**src/rtl/rotimm_pkg.sv**
```systemverilog
package rotimm_pkg;
  localparam int unsigned WORD_W   = 32;
  localparam int unsigned BYTE_W   = 8;
  localparam int unsigned ROT_W    = 4;
  localparam int unsigned NUM_ROT  = 1 << ROT_W;
  localparam int unsigned ROT_STEP = WORD_W / NUM_ROT;
  localparam int unsigned SH_W     = $clog2(WORD_W);

  typedef logic [WORD_W-1:0] word_t;
  typedef logic [BYTE_W-1:0] byte_t;
  typedef logic [ROT_W-1:0]  rot_t;

  typedef struct packed {
    logic  ok;
    byte_t n;
    rot_t  r;
  } enc_t;
endpackage

```
**src/rtl/rotimm_lane.sv**
```systemverilog
// One rotation candidate: undo a right rotation of AMOUNT bits and test
// whether what remains fits in the low byte.
module rotimm_lane
  import rotimm_pkg::*;
#(
  parameter int unsigned AMOUNT = 0
) (
  input  word_t value,
  output logic  hit,
  output byte_t n
);
  localparam int unsigned BACK = (WORD_W - AMOUNT) % WORD_W;

  word_t lifted;

  assign lifted = (value << AMOUNT) | (value >> BACK);
  assign hit    = (lifted[WORD_W-1:BYTE_W] == '0);
  assign n      = lifted[BYTE_W-1:0];
endmodule

```
**src/rtl/rotimm_pick.sv**
```systemverilog
// Chooses the lowest rotation code among the fitting candidates.
module rotimm_pick
  import rotimm_pkg::*;
(
  input  logic [NUM_ROT-1:0] hit,
  input  byte_t              lane_n [NUM_ROT],
  output enc_t               enc
);
  always_comb begin
    enc = '0;
    for (int i = NUM_ROT - 1; i >= 0; i--) begin
      if (hit[i]) begin
        enc.ok = 1'b1;
        enc.n  = lane_n[i];
        enc.r  = rot_t'(i);
      end
    end
  end

  always_comb begin

    pick_hit_chk: assert (!enc.ok || hit[enc.r]);
    for (int i = 0; i < NUM_ROT; i++) begin

      if (enc.ok && (i < int'(enc.r))) lowest_rot_chk: assert (!hit[i]);
    end
  end
endmodule

```
**src/rtl/rotimm_expand.sv**
```systemverilog
// Rebuilds the 32-bit constant from a byte and a rotation code.
module rotimm_expand
  import rotimm_pkg::*;
(
  input  byte_t n,
  input  rot_t  r,
  output word_t value
);
  word_t           wide;
  logic [SH_W-1:0] amt;

  assign wide  = word_t'(n);
  assign amt   = SH_W'(ROT_STEP * r);
  assign value = (wide >> amt) | (wide << (SH_W'(WORD_W) - amt));
endmodule

```
**src/rtl/rotimm_codec.sv**
```systemverilog
module rotimm_codec
  import rotimm_pkg::*;
(
  input  logic        clk,
  input  logic        rst_n,
  input  logic        in_valid,
  output logic        in_ready,
  input  logic [31:0] in_value,
  output logic        out_valid,
  input  logic        out_ready,
  output logic        out_ok,
  output logic [7:0]  out_byte,
  output logic [3:0]  out_rot,
  output logic [31:0] out_decoded
);
  logic               accept;
  logic [NUM_ROT-1:0] lane_hit;
  byte_t              lane_n [NUM_ROT];
  enc_t               found;
  enc_t               held;
  logic               held_valid;

  assign in_ready = !held_valid || out_ready;
  assign accept   = in_valid && in_ready;

  for (genvar g = 0; g < NUM_ROT; g++) begin : g_lane
    rotimm_lane #(.AMOUNT(g * ROT_STEP)) u_lane (
      .value (in_value),
      .hit   (lane_hit[g]),
      .n     (lane_n[g])
    );
  end

  rotimm_pick u_pick (
    .hit    (lane_hit),
    .lane_n (lane_n),
    .enc    (found)
  );

  always_ff @(posedge clk or negedge rst_n) begin
    if (!rst_n) begin
      held_valid <= 1'b0;
      held       <= '0;
    end else if (accept) begin
      held_valid <= 1'b1;
      held       <= found;
    end else if (out_ready) begin
      held_valid <= 1'b0;
    end
  end

  assign out_valid = held_valid;
  assign out_ok    = held.ok;
  assign out_byte  = held.n;
  assign out_rot   = held.r;

  rotimm_expand u_expand (
    .n     (held.n),
    .r     (held.r),
    .value (out_decoded)
  );


  accept_result_chk: assert property (@(posedge clk) disable iff (!rst_n)
    accept |=> out_valid);


  no_accept_stall_chk: assert property (@(posedge clk) disable iff (!rst_n)
    (out_valid && !out_ready) |-> !in_ready);


  hold_stable_chk: assert property (@(posedge clk) disable iff (!rst_n)
    (out_valid && !out_ready) |=> (out_valid && $stable(out_ok) &&
      $stable(out_byte) && $stable(out_rot) && $stable(out_decoded)));


  reject_zero_chk: assert property (@(posedge clk) disable iff (!rst_n)
    (out_valid && !out_ok) |-> (out_byte == '0 && out_rot == '0 && out_decoded == '0));


  roundtrip_chk: assert property (@(posedge clk) disable iff (!rst_n)
    accept |=> (!out_ok || out_decoded == $past(in_value)));
endmodule

```
**config.mk**
```make
export PLATFORM = sky130hd
export DESIGN_NAME = rotimm_codec
export DESIGN_NICKNAME = d
export VERILOG_FILES = /design/src/rtl/rotimm_pkg.sv /design/src/rtl/rotimm_lane.sv /design/src/rtl/rotimm_pick.sv /design/src/rtl/rotimm_expand.sv /design/src/rtl/rotimm_codec.sv
export SDC_FILE = /design/constraint.sdc
export NUM_CORES = 1
export LEC_CHECK = 0
export CELL_PAD_IN_SITES_DETAIL_PLACEMENT = 1
export CELL_PAD_IN_SITES_GLOBAL_PLACEMENT = 1
export CORE_UTILIZATION = 40
export DETAILED_ROUTE_END_ITERATION = 10
export DONT_BUFFER_PORTS = 1
export PLACE_DENSITY = 0.85
export SLEW_MARGIN = 20
export SYNTH_ARGS = -nofsm -noshare
export SYNTH_HDL_FRONTEND = slang
export SYNTH_SLANG_ARGS = --single-unit
export TNS_END_PERCENT = 1
```
**constraint.sdc**
```tcl
create_clock -name clk -period 3.7 [get_ports clk]
set_clock_uncertainty 0.15 [all_clocks]
set_input_delay 0.74 -clock clk [delete_from_list [all_inputs] [get_ports clk]]
set_output_delay 0.74 -clock clk [all_outputs]
set_load 0.1 [all_outputs]
```
# After elaboration in Yosys (flattened, before gate mapping)
# Index checks and enable logic that the tools add are counted.
[totals] regBits=14 out_inout_bits=47 input_bits=36
[classes] shift=2 mux=18 add_sub_neg=1 bitwise_logic=17 reduce_logical=20
[ops] operator="$logic_not 24->1" n=16
[ops] operator="$mux 13" n=16
[ops] operator="$or 32x32->32" n=2
[ops] operator="$or 32x10->32" n=1
[ops] operator="$or 32x12->32" n=1
[ops] operator="$or 32x14->32" n=1
[ops] operator="$or 32x16->32" n=1
[ops] operator="$or 32x18->32" n=1
[ops] operator="$or 32x2->32" n=1
[ops] operator="$or 32x20->32" n=1
[ops] operator="$or 32x22->32" n=1
[ops] operator="$or 32x24->32" n=1
[ops] operator="$or 32x26->32" n=1
[ops] operator="$or 32x28->32" n=1
[ops] operator="$or 32x30->32" n=1
[ops] operator="$or 32x4->32" n=1
[ops] operator="$or 32x6->32" n=1
[ops] operator="$or 32x8->32" n=1
[ops] operator="$shl 8x5->32" n=1
[ops] operator="$shr 8x5->32" n=1
[ops] operator="$sub 1x5->5 const A" n=1
[ops] operator="$mux 1" n=2
[ops] operator="$reduce_bool 2->1" n=1
[ops] operator="$logic_and 1x1->1" n=1
[ops] operator="2 further kinds" n=2

# Logic depth before layout (Yosys ltp)
# Gate-level depths: netlist (run 1).
[depth] ltp_word=18 mapped_depth=10

# Cells and area by module
# From an unflattened synthesis (run 1), not the netlist that was laid out.
[unflattened] cells_unflattened=620 hier_area_um2=4494.3
[modules_own_cells] module="rotimm_lane" cells_each=17 instances=16 area_each_um2=117.6 seq_area_each_um2=0.0
[modules_own_cells] module="rotimm_pick" cells_each=195 instances=1 area_each_um2=1183.6 seq_area_each_um2=0.0
[modules_own_cells] module="rotimm_expand" cells_each=122 instances=1 area_each_um2=842.1 seq_area_each_um2=0.0
[modules_own_cells] module="rotimm_codec" cells_each=31 instances=1 area_each_um2=586.8 seq_area_each_um2=350.3

# Worst setup path before layout (run 1)
# No wires, ideal clock.
[synth_timing] path_kind="register -> output" from="reg held, in the netlist out_rot[0]" to="out out_decoded[18]" n_path_buf=3 path_stages_with_launch=7 setup_slack_ns=-1.801 required_time_ns=2.810 t_arrival_ns=4.611 path_cell_list="dfrtp_1 buf_1 inv_1 ha_1 buf_1 clkbuf_1 o31ai_1"
[synth_via] elab_chain_len=3
[synth_lines] item="start, declared" line="rotimm_codec.sv:20" rtl="enc_t held;"
[synth_lines] item="start signal, assigned" line="rotimm_codec.sv:46" rtl="held <= found;"
[synth_lines] item="$sub 1x5->5" line="rotimm_expand.sv:14" rtl="assign value = (wide >> amt) | (wide << (SH_W'(WORD_W) - amt));"
[synth_lines] item="$shl 8x5->32" line="rotimm_expand.sv:14"
[synth_lines] item="$or 32x32->32 *" line="rotimm_expand.sv:14"
[synth_lines] item="end, declared" line="rotimm_codec.sv:14" rtl="output logic [31:0] out_decoded"
# Mark *: on every way between the ends. The rest lies on a longest branch, timed or not.

# Worst setup path in the final report (run 1)
[layout_timing] from="reg held, in the netlist out_rot[0]" to="out out_decoded[28]"
# Same word-level chain as after synthesis.

==> run metrics, run 1 <==
# rows 31; Root Driver clkbuf_8; CP Launch Type flip-flop; Top FF cell, synth dfrtp_1; crit-path cells inv_1, ha_2, buf_4, inv_1, a31oi_1, buf_4, nor2_1, nor2_1, nor2_4; Synth Area in Simple Gates 42.1%; setup TNS 0 ps; CTS tree done; P&R area growth vs syn 36.7%; Cells after Synth 456; Antenna Cells 0; crit path max fanout 13; DIE AREA 7970 um^2; vias in the first global route 4376; FF-to-FF Start out_valid$_DFFE_PN0P_; Hold Fails Final Rpt 0; DRT Wirelength 15600 um; clock latency on the worst-skew pair 250 ps; number of port buffers 0; Crit path depth 9; CP arrival 2730 ps; Max stage delay cell, worst path dfrtp_4; initial antenna violation count 0; drt initial violations 606; clk slew on worst S/H paths 70 ps; crit end category output pin; RePlAce Congestion 0.955; FFs w/ async S/R, synth 100%; Synth top area share 11.5%; Syn. warnings 0; Worst Path Required approximately 2800 ps; outcome complete, no violations; Post-synth EDFFs 0; Hold Crit Class in -> async; Mean Syn Cell Area 6.68 um^2; post-synth top area cell dfrtp_1; grt ovf 0; hold slack final approximately 30 ps; ranking of synthesized cells by area dfrtp_1, nor2_1, nand2_1, nor3_1, mux2i_1; die height about 89 um; Nets 523; post-synth net total 493; die span in x around 90 um; Worst Path Buf+Inv 4; Clock Sinks 14; VDD IR max between 100 and 150 uV; Max-Cap Viols 0; worst-margin pin slew 906 ps; main combinational cell family by area after synthesis simple AND/OR/NAND/NOR gates; DRC viols 0; CORE AREA 7290 um^2; hold buffer count at cts 0; Tmin final 3620 ps; largest net degree at the start of global routing 17; critical path type reg -> out; proportion of synthesized area in mux cells 6.00%; post-synthesis sequential area ratio ~12%; crit-path max cell delay roughly 510 ps; number of vias per cell 7.43; htree depth 1; total CTS buffers 3; DRT antenna net count 0; FMAX 0.276 GHz; I/O pins 83; Post-CTS Resized 0; r2r worst-path depth 9; Initial Util 41.8%; total power 0.000538 W; routed len/inst around 27 um; Detail Placement HPWL 12400 um; via count 4338; r2r endpoint out_byte[5]$_DFFE_PN0P_; Post-Synth XOR/XNOR Area 0.575%; worst reg2reg setup slack 890 ps; max-slew violation count 0; compound-gate portion of the synthesized area 33.4%; GRT Overall Usage 40.6%; # setup viols final 0; first-pass GRT wire length 24500 um; register bit total from synthesis 14; share of layout cells above drive strength 1 between 20% and 30%; Synth Area in Adders less than 1%; fin crit share 97.8%; post-CTS setup buffer count 0; P_leak 1.38 nW; Crit path max-delay family buffers and inverters; relative slew slack roughly 40%; Unique masters post-synth 67; Mapped Area between 3000 and 4000 um^2; CTS Buffer Depth 2; DR pass1 iterations 5; RSZ-0062 raised after global routing yes; pwr dens 129 nW/um^2
where the power goes:
part / switching (W) / total, W / leakage [nW] / internal (W)
Sequential: 0.0000183 / 0.000177 / 0.180 / 0.000159
Clock: 0.0000610 / 0.000155 / 0.0288 / 0.0000943
Combinational: 0.000143 / 0.000206 / 1.18 / 0.0000624
worst max path at each step:
stage                                 from                      end  slack (ps)
floorplan           out_rot[1]$_DFFE_PN0P_          out_decoded[18]        -170
global placement              in_value[22]  out_byte[6]$_DFFE_PN0P_         450
detailed placement  out_rot[0]$_DFFE_PN0P_          out_decoded[12]         330
CTS                 out_rot[0]$_DFFE_PN0P_          out_decoded[12]          30
global route        out_rot[0]$_DFFE_PN0P_          out_decoded[29]         -50
finish              out_rot[0]$_DFFE_PN0P_          out_decoded[28]          80
state kept, by name (all words and copies together) (netlist names):
signal,count
out_rot,4
out_valid,1
out_byte,8
out_ok,1
metal layers:
| layer | part of all wire (%) | track usage [%] | vias to the layer above | wire length (um) |
|---|---|---|---|---|
| met2 | 47 | 66.2 | 344 | 7290 |
| met4 | 5.8 | 19.6 | 0 | 911 |
| li1 | - | - | 1835 | - |
| met5 | 0 | 0 | - | 0 |
| met3 | 12 | 12.2 | 92 | 1820 |
| met1 | 36 | 48.7 | 2067 | 5610 |
layout make-up:
class	instances	area, um^2
fill	896	3130
multi-input combinational	399	2780
sequential	14	357
timing repair buffer	64	831
tap	99	124
clock buffer	4	55.1
inverter	4	15.0
cells in the final DEF, fill, tap and decap left out, types with 5 or more instances in the layout:
cell,count
or4_1,8
a31oi_1,5
a211o_1,6
o21ai_0,25
nand2_1,54
o221ai_1,6
a311oi_1,5
mux2i_1,16
buf_12,28
a21oi_1,21
buf_4,36
o22ai_4,5
a221oi_1,11
nand2b_1,6
o2111ai_1,6
or3_1,5
nor2_1,49
nor4_4,7
nor4_1,8
dfrtp_1,11
nor3_1,34
nor2_4,12
nand3_1,20
through the flow:
step / utilization (%) / instances / cell area (um^2) / setup WS (ps)
finish: 57.1 / 584 / 4160 / 80.4
global route: 57.1 / 584 / 4160 / -49.0
CTS: 56.9 / 584 / 4150 / 34.6
detailed placement: 56.1 / 580 / 4090 / 325
global placement: 56.1 / 580 / 4090 / 450
floorplan: - / 456 / 3310 / -173
cells by family (layout without fill, tap and decap cells):
kind of cell / Yosys count / count (layout)
and+or+nand+nor: 236 / 236
AOI/OAI and AO/OA: 142 / 142
buffers and inverters: 43 / 72
muxes: 18 / 18
DFF: 14 / 14
xor gates and xnor gates: 2 / 2
adders and majority gates: 1 / 1
cell usage after synthesis, types with 5 or more instances:
cell	count
a211o_1	6
a21oi_1	21
a221oi_1	11
a311oi_1	5
a31oi_1	6
buf_2	7
clkbuf_1	27
dfrtp_1	14
mux2i_1	16
nand2_1	55
nand2b_1	6
nand3_1	20
nor2_1	65
nor3_1	36
nor4_1	8
nor4_4	7
o2111ai_1	6
o21ai_0	28
o221ai_1	6
o22ai_1	10
o31ai_1	5
or3_1	5
or4_1	8
(Power assumes the default switching activity.)
==> run 2: changes to the inputs <==
--- a/config.mk
+++ b/config.mk
@@ -11,7 +11,7 @@
 export DETAILED_ROUTE_END_ITERATION = 10
 export DONT_BUFFER_PORTS = 1
 export PLACE_DENSITY = 0.85
-export SLEW_MARGIN = 20
+export REMOVE_ABC_BUFFERS = 1
 export SYNTH_ARGS = -nofsm -noshare
 export SYNTH_HDL_FRONTEND = slang
 export SYNTH_SLANG_ARGS = --single-unit
==> constraint.sdc (replaced) <==
create_clock -name clk -period 3.7 [get_ports clk]
set_clock_uncertainty 0.15 [all_clocks]
set_input_delay 0.74 -clock clk [delete_from_list [all_inputs] [get_ports clk]]
set_output_delay 0.74 -clock clk [all_outputs]
set_load 0.02 [all_outputs]
==> run metrics, run 2 (synthesis gave the netlist of run 1 again) <==
P&R area growth vs syn 10.0%; Gate power share 21.5% (-17 points); Fillers 988 (+10%); first-pass GRT wire length 19800 um (-19%); internal power 0.000291 W (-7.7%); vias in the first global route 3892 (-11%); htree depth 1 (unchanged); Hold Fails Final Rpt 0 (unchanged); I/O pins 83 (unchanged); DR pass1 iterations 5 (unchanged); Nets 498 (-4.8%); P_leak 1.15 nW (-17%); Max stage delay cell, worst path ha_1; CTS tree done; crit end category output pin; routed len/inst 22.9 um (-14%); CP arrival 2560 ps (-170 ps); Detail Placement HPWL 10200 um (-18%); crit-path max cell delay 550 ps (+40 ps); DIE AREA 7970 um^2 (unchanged); CTS Buffer Depth 2 (unchanged); clk slew on worst S/H paths 70 ps (about the same); Placement Setup Slack 462 ps (+137 ps); setup TNS 0 ps (unchanged); Tmin final 3450 ps (-175 ps); outcome complete, no violations; total CTS buffers 3 (unchanged); final setup margin 255 ps (+175 ps); crit-path cells inv_1, ha_1, buf_4, mux2i_1, nor2_1, a31oi_1, nor2_1, nor2_1, nor2_1; RSZ-0062 raised after global routing no; # rows 31 (unchanged); share of layout cells above drive strength 1 14.6% (-12 points); worst-margin pin slew 704 ps (-202 ps); number of vias per cell 7.15 (-3.8%); Clock Sinks 14 (unchanged); Max-Cap Viols 0 (unchanged); most common cell after layout, fill and taps aside nor2_1; Clock Power Share 37.1% (+8.2 points); die span in x 89.3 um (unchanged); number of port buffers 0 (unchanged); DRT antenna net count 0 (unchanged); via count 3996 (-7.9%); hold buffer count at cts 0 (unchanged); DRT Wirelength 12800 um (-18%); CP Launch Type flip-flop; Seq pwr share 41.3% (+8.4 points); RePlAce Congestion 0.962 (+0.81%); worst reg2reg setup slack 1310 ps (+420 ps); relative slew slack 52.6% (+13 points); CORE AREA 7290 um^2 (unchanged); clock latency on the worst-skew pair 250 ps (about the same); crit path max fanout 12 (-1); Hold Crit Class in -> async; Worst Path Required 2810 ps (about the same); # setup viols final 0 (unchanged); Root Driver clkbuf_8; Initial Util 41.8% (unchanged); Sw Ratio 33.0% (-8.4 points); FMAX 0.290 GHz (+5.1%); Antenna Cells 0 (unchanged); CP most frequent cell nor2_1; Post-CTS Resized 0 (unchanged); GRT Overall Usage 32.2% (-8.4 points); VDD IR max 82.9 uV (-39%); initial antenna violation count 0 (unchanged); DRC viols 0 (unchanged); largest net degree at the start of global routing 21 (+4); max-slew violation count 0 (unchanged); post-CTS setup buffer count 0 (unchanged); drt initial violations 433 (-29%); Core Util, Final 46.0% (-11 points); die height 89.3 um (unchanged); pwr dens 130 nW/um^2 (+0.38%); leading cell types in the layout, fill and taps excluded nor2_1, nand2_1, buf_4; fin crit share 93.1% (-4.7 points); Net Sw Power 0.000143 W (-36%); critical path type reg -> out; Largest register FFs 8 (unchanged); grt ovf 0 (unchanged)
## run 2: cell count changes in the layout (fill, tap and decap cells not counted), moves of 3 or more
cell / before / now
buf_12: 28 / 0
nor2_1: 49 / 65
nor2_4: 12 / 0
o22ai_1: 3 / 10
o22ai_4: 5 / 0
nor2_2: 4 / 0
buf_4: 36 / 39
dfrtp_1: 11 / 14
o21ai_0: 25 / 28
## run 2: critical path, delay by kind of cell (launching register included)
| family | cells | cell delay [ps] |
|---|---|---|
| compound gates | 1 | 300 |
| fa+ha+maj | 1 | 550 |
| buf+inv | 2 | 410 |
| flops | 1 | 440 |
| mux | 1 | 190 |
| simple gates | 4 | 420 |
## run 2: final timing paths
path | startpoint | end | cells past startpoint
min in group clk | in_valid | out_valid$_DFFE_PN0P_ | 1
min | rst_n | out_byte[5]$_DFFE_PN0P_ | 0
max in group asynchronous | rst_n | out_rot[0]$_DFFE_PN0P_ | 0
min reg2reg | out_rot[0]$_DFFE_PN0P_ | out_rot[0]$_DFFE_PN0P_ | 1
max | out_rot[0]$_DFFE_PN0P_ | out_decoded[29] | 9
max reg2reg | out_valid$_DFFE_PN0P_ | out_byte[5]$_DFFE_PN0P_ | 7
## run 2: area by class of cell
| type | instances | area [um^2] | share of cell area (%) |
|---|---|---|---|
| flip-flops and latches | 14 | 350 | 10.5 |
| multi-input cells | 399 | 2510 | 75.0 |
| inverters | 4 | 15.0 | 0.448 |
| clock buffers | 4 | 55.1 | 1.64 |
| well taps | 99 | 124 | 3.70 |
| repair buffers | 39 | 293 | 8.74 |
## run 2: metrics by stage
step	total power, W	instances	hold slack (ps)	area [um^2]
finish	0.000435	559	18.4	3350
floorplan	0.000247	417	294	2880
CTS	0.000433	559	20.1	3350
global route	0.000446	559	17.2	3350
global placement	0.000270	555	295	3300
detailed placement	0.000274	555	295	3300
## run 2: power groups by stage
stage / clock network, W / logic (W) / registers (W)
3_5_place_dp: 0 / 0.0000917 / 0.000182
3_3_place_gp: 0 / 0.0000887 / 0.000181
5_1_grt: 0.000165 / 0.000101 / 0.000180
6_report: 0.000161 / 0.0000937 / 0.000180
4_1_cts: 0.000161 / 0.0000928 / 0.000179
2_1_floorplan: 0 / 0.0000707 / 0.000176
## run 2: metal layers
layer	global-route usage, %	up-vias	share of wire (%)
met5	0	-	0
li1	-	1780	-
met1	39.4	1915	39
met4	15.2	0	4.1
met2	54.5	260	47
met3	5.82	41	9.9
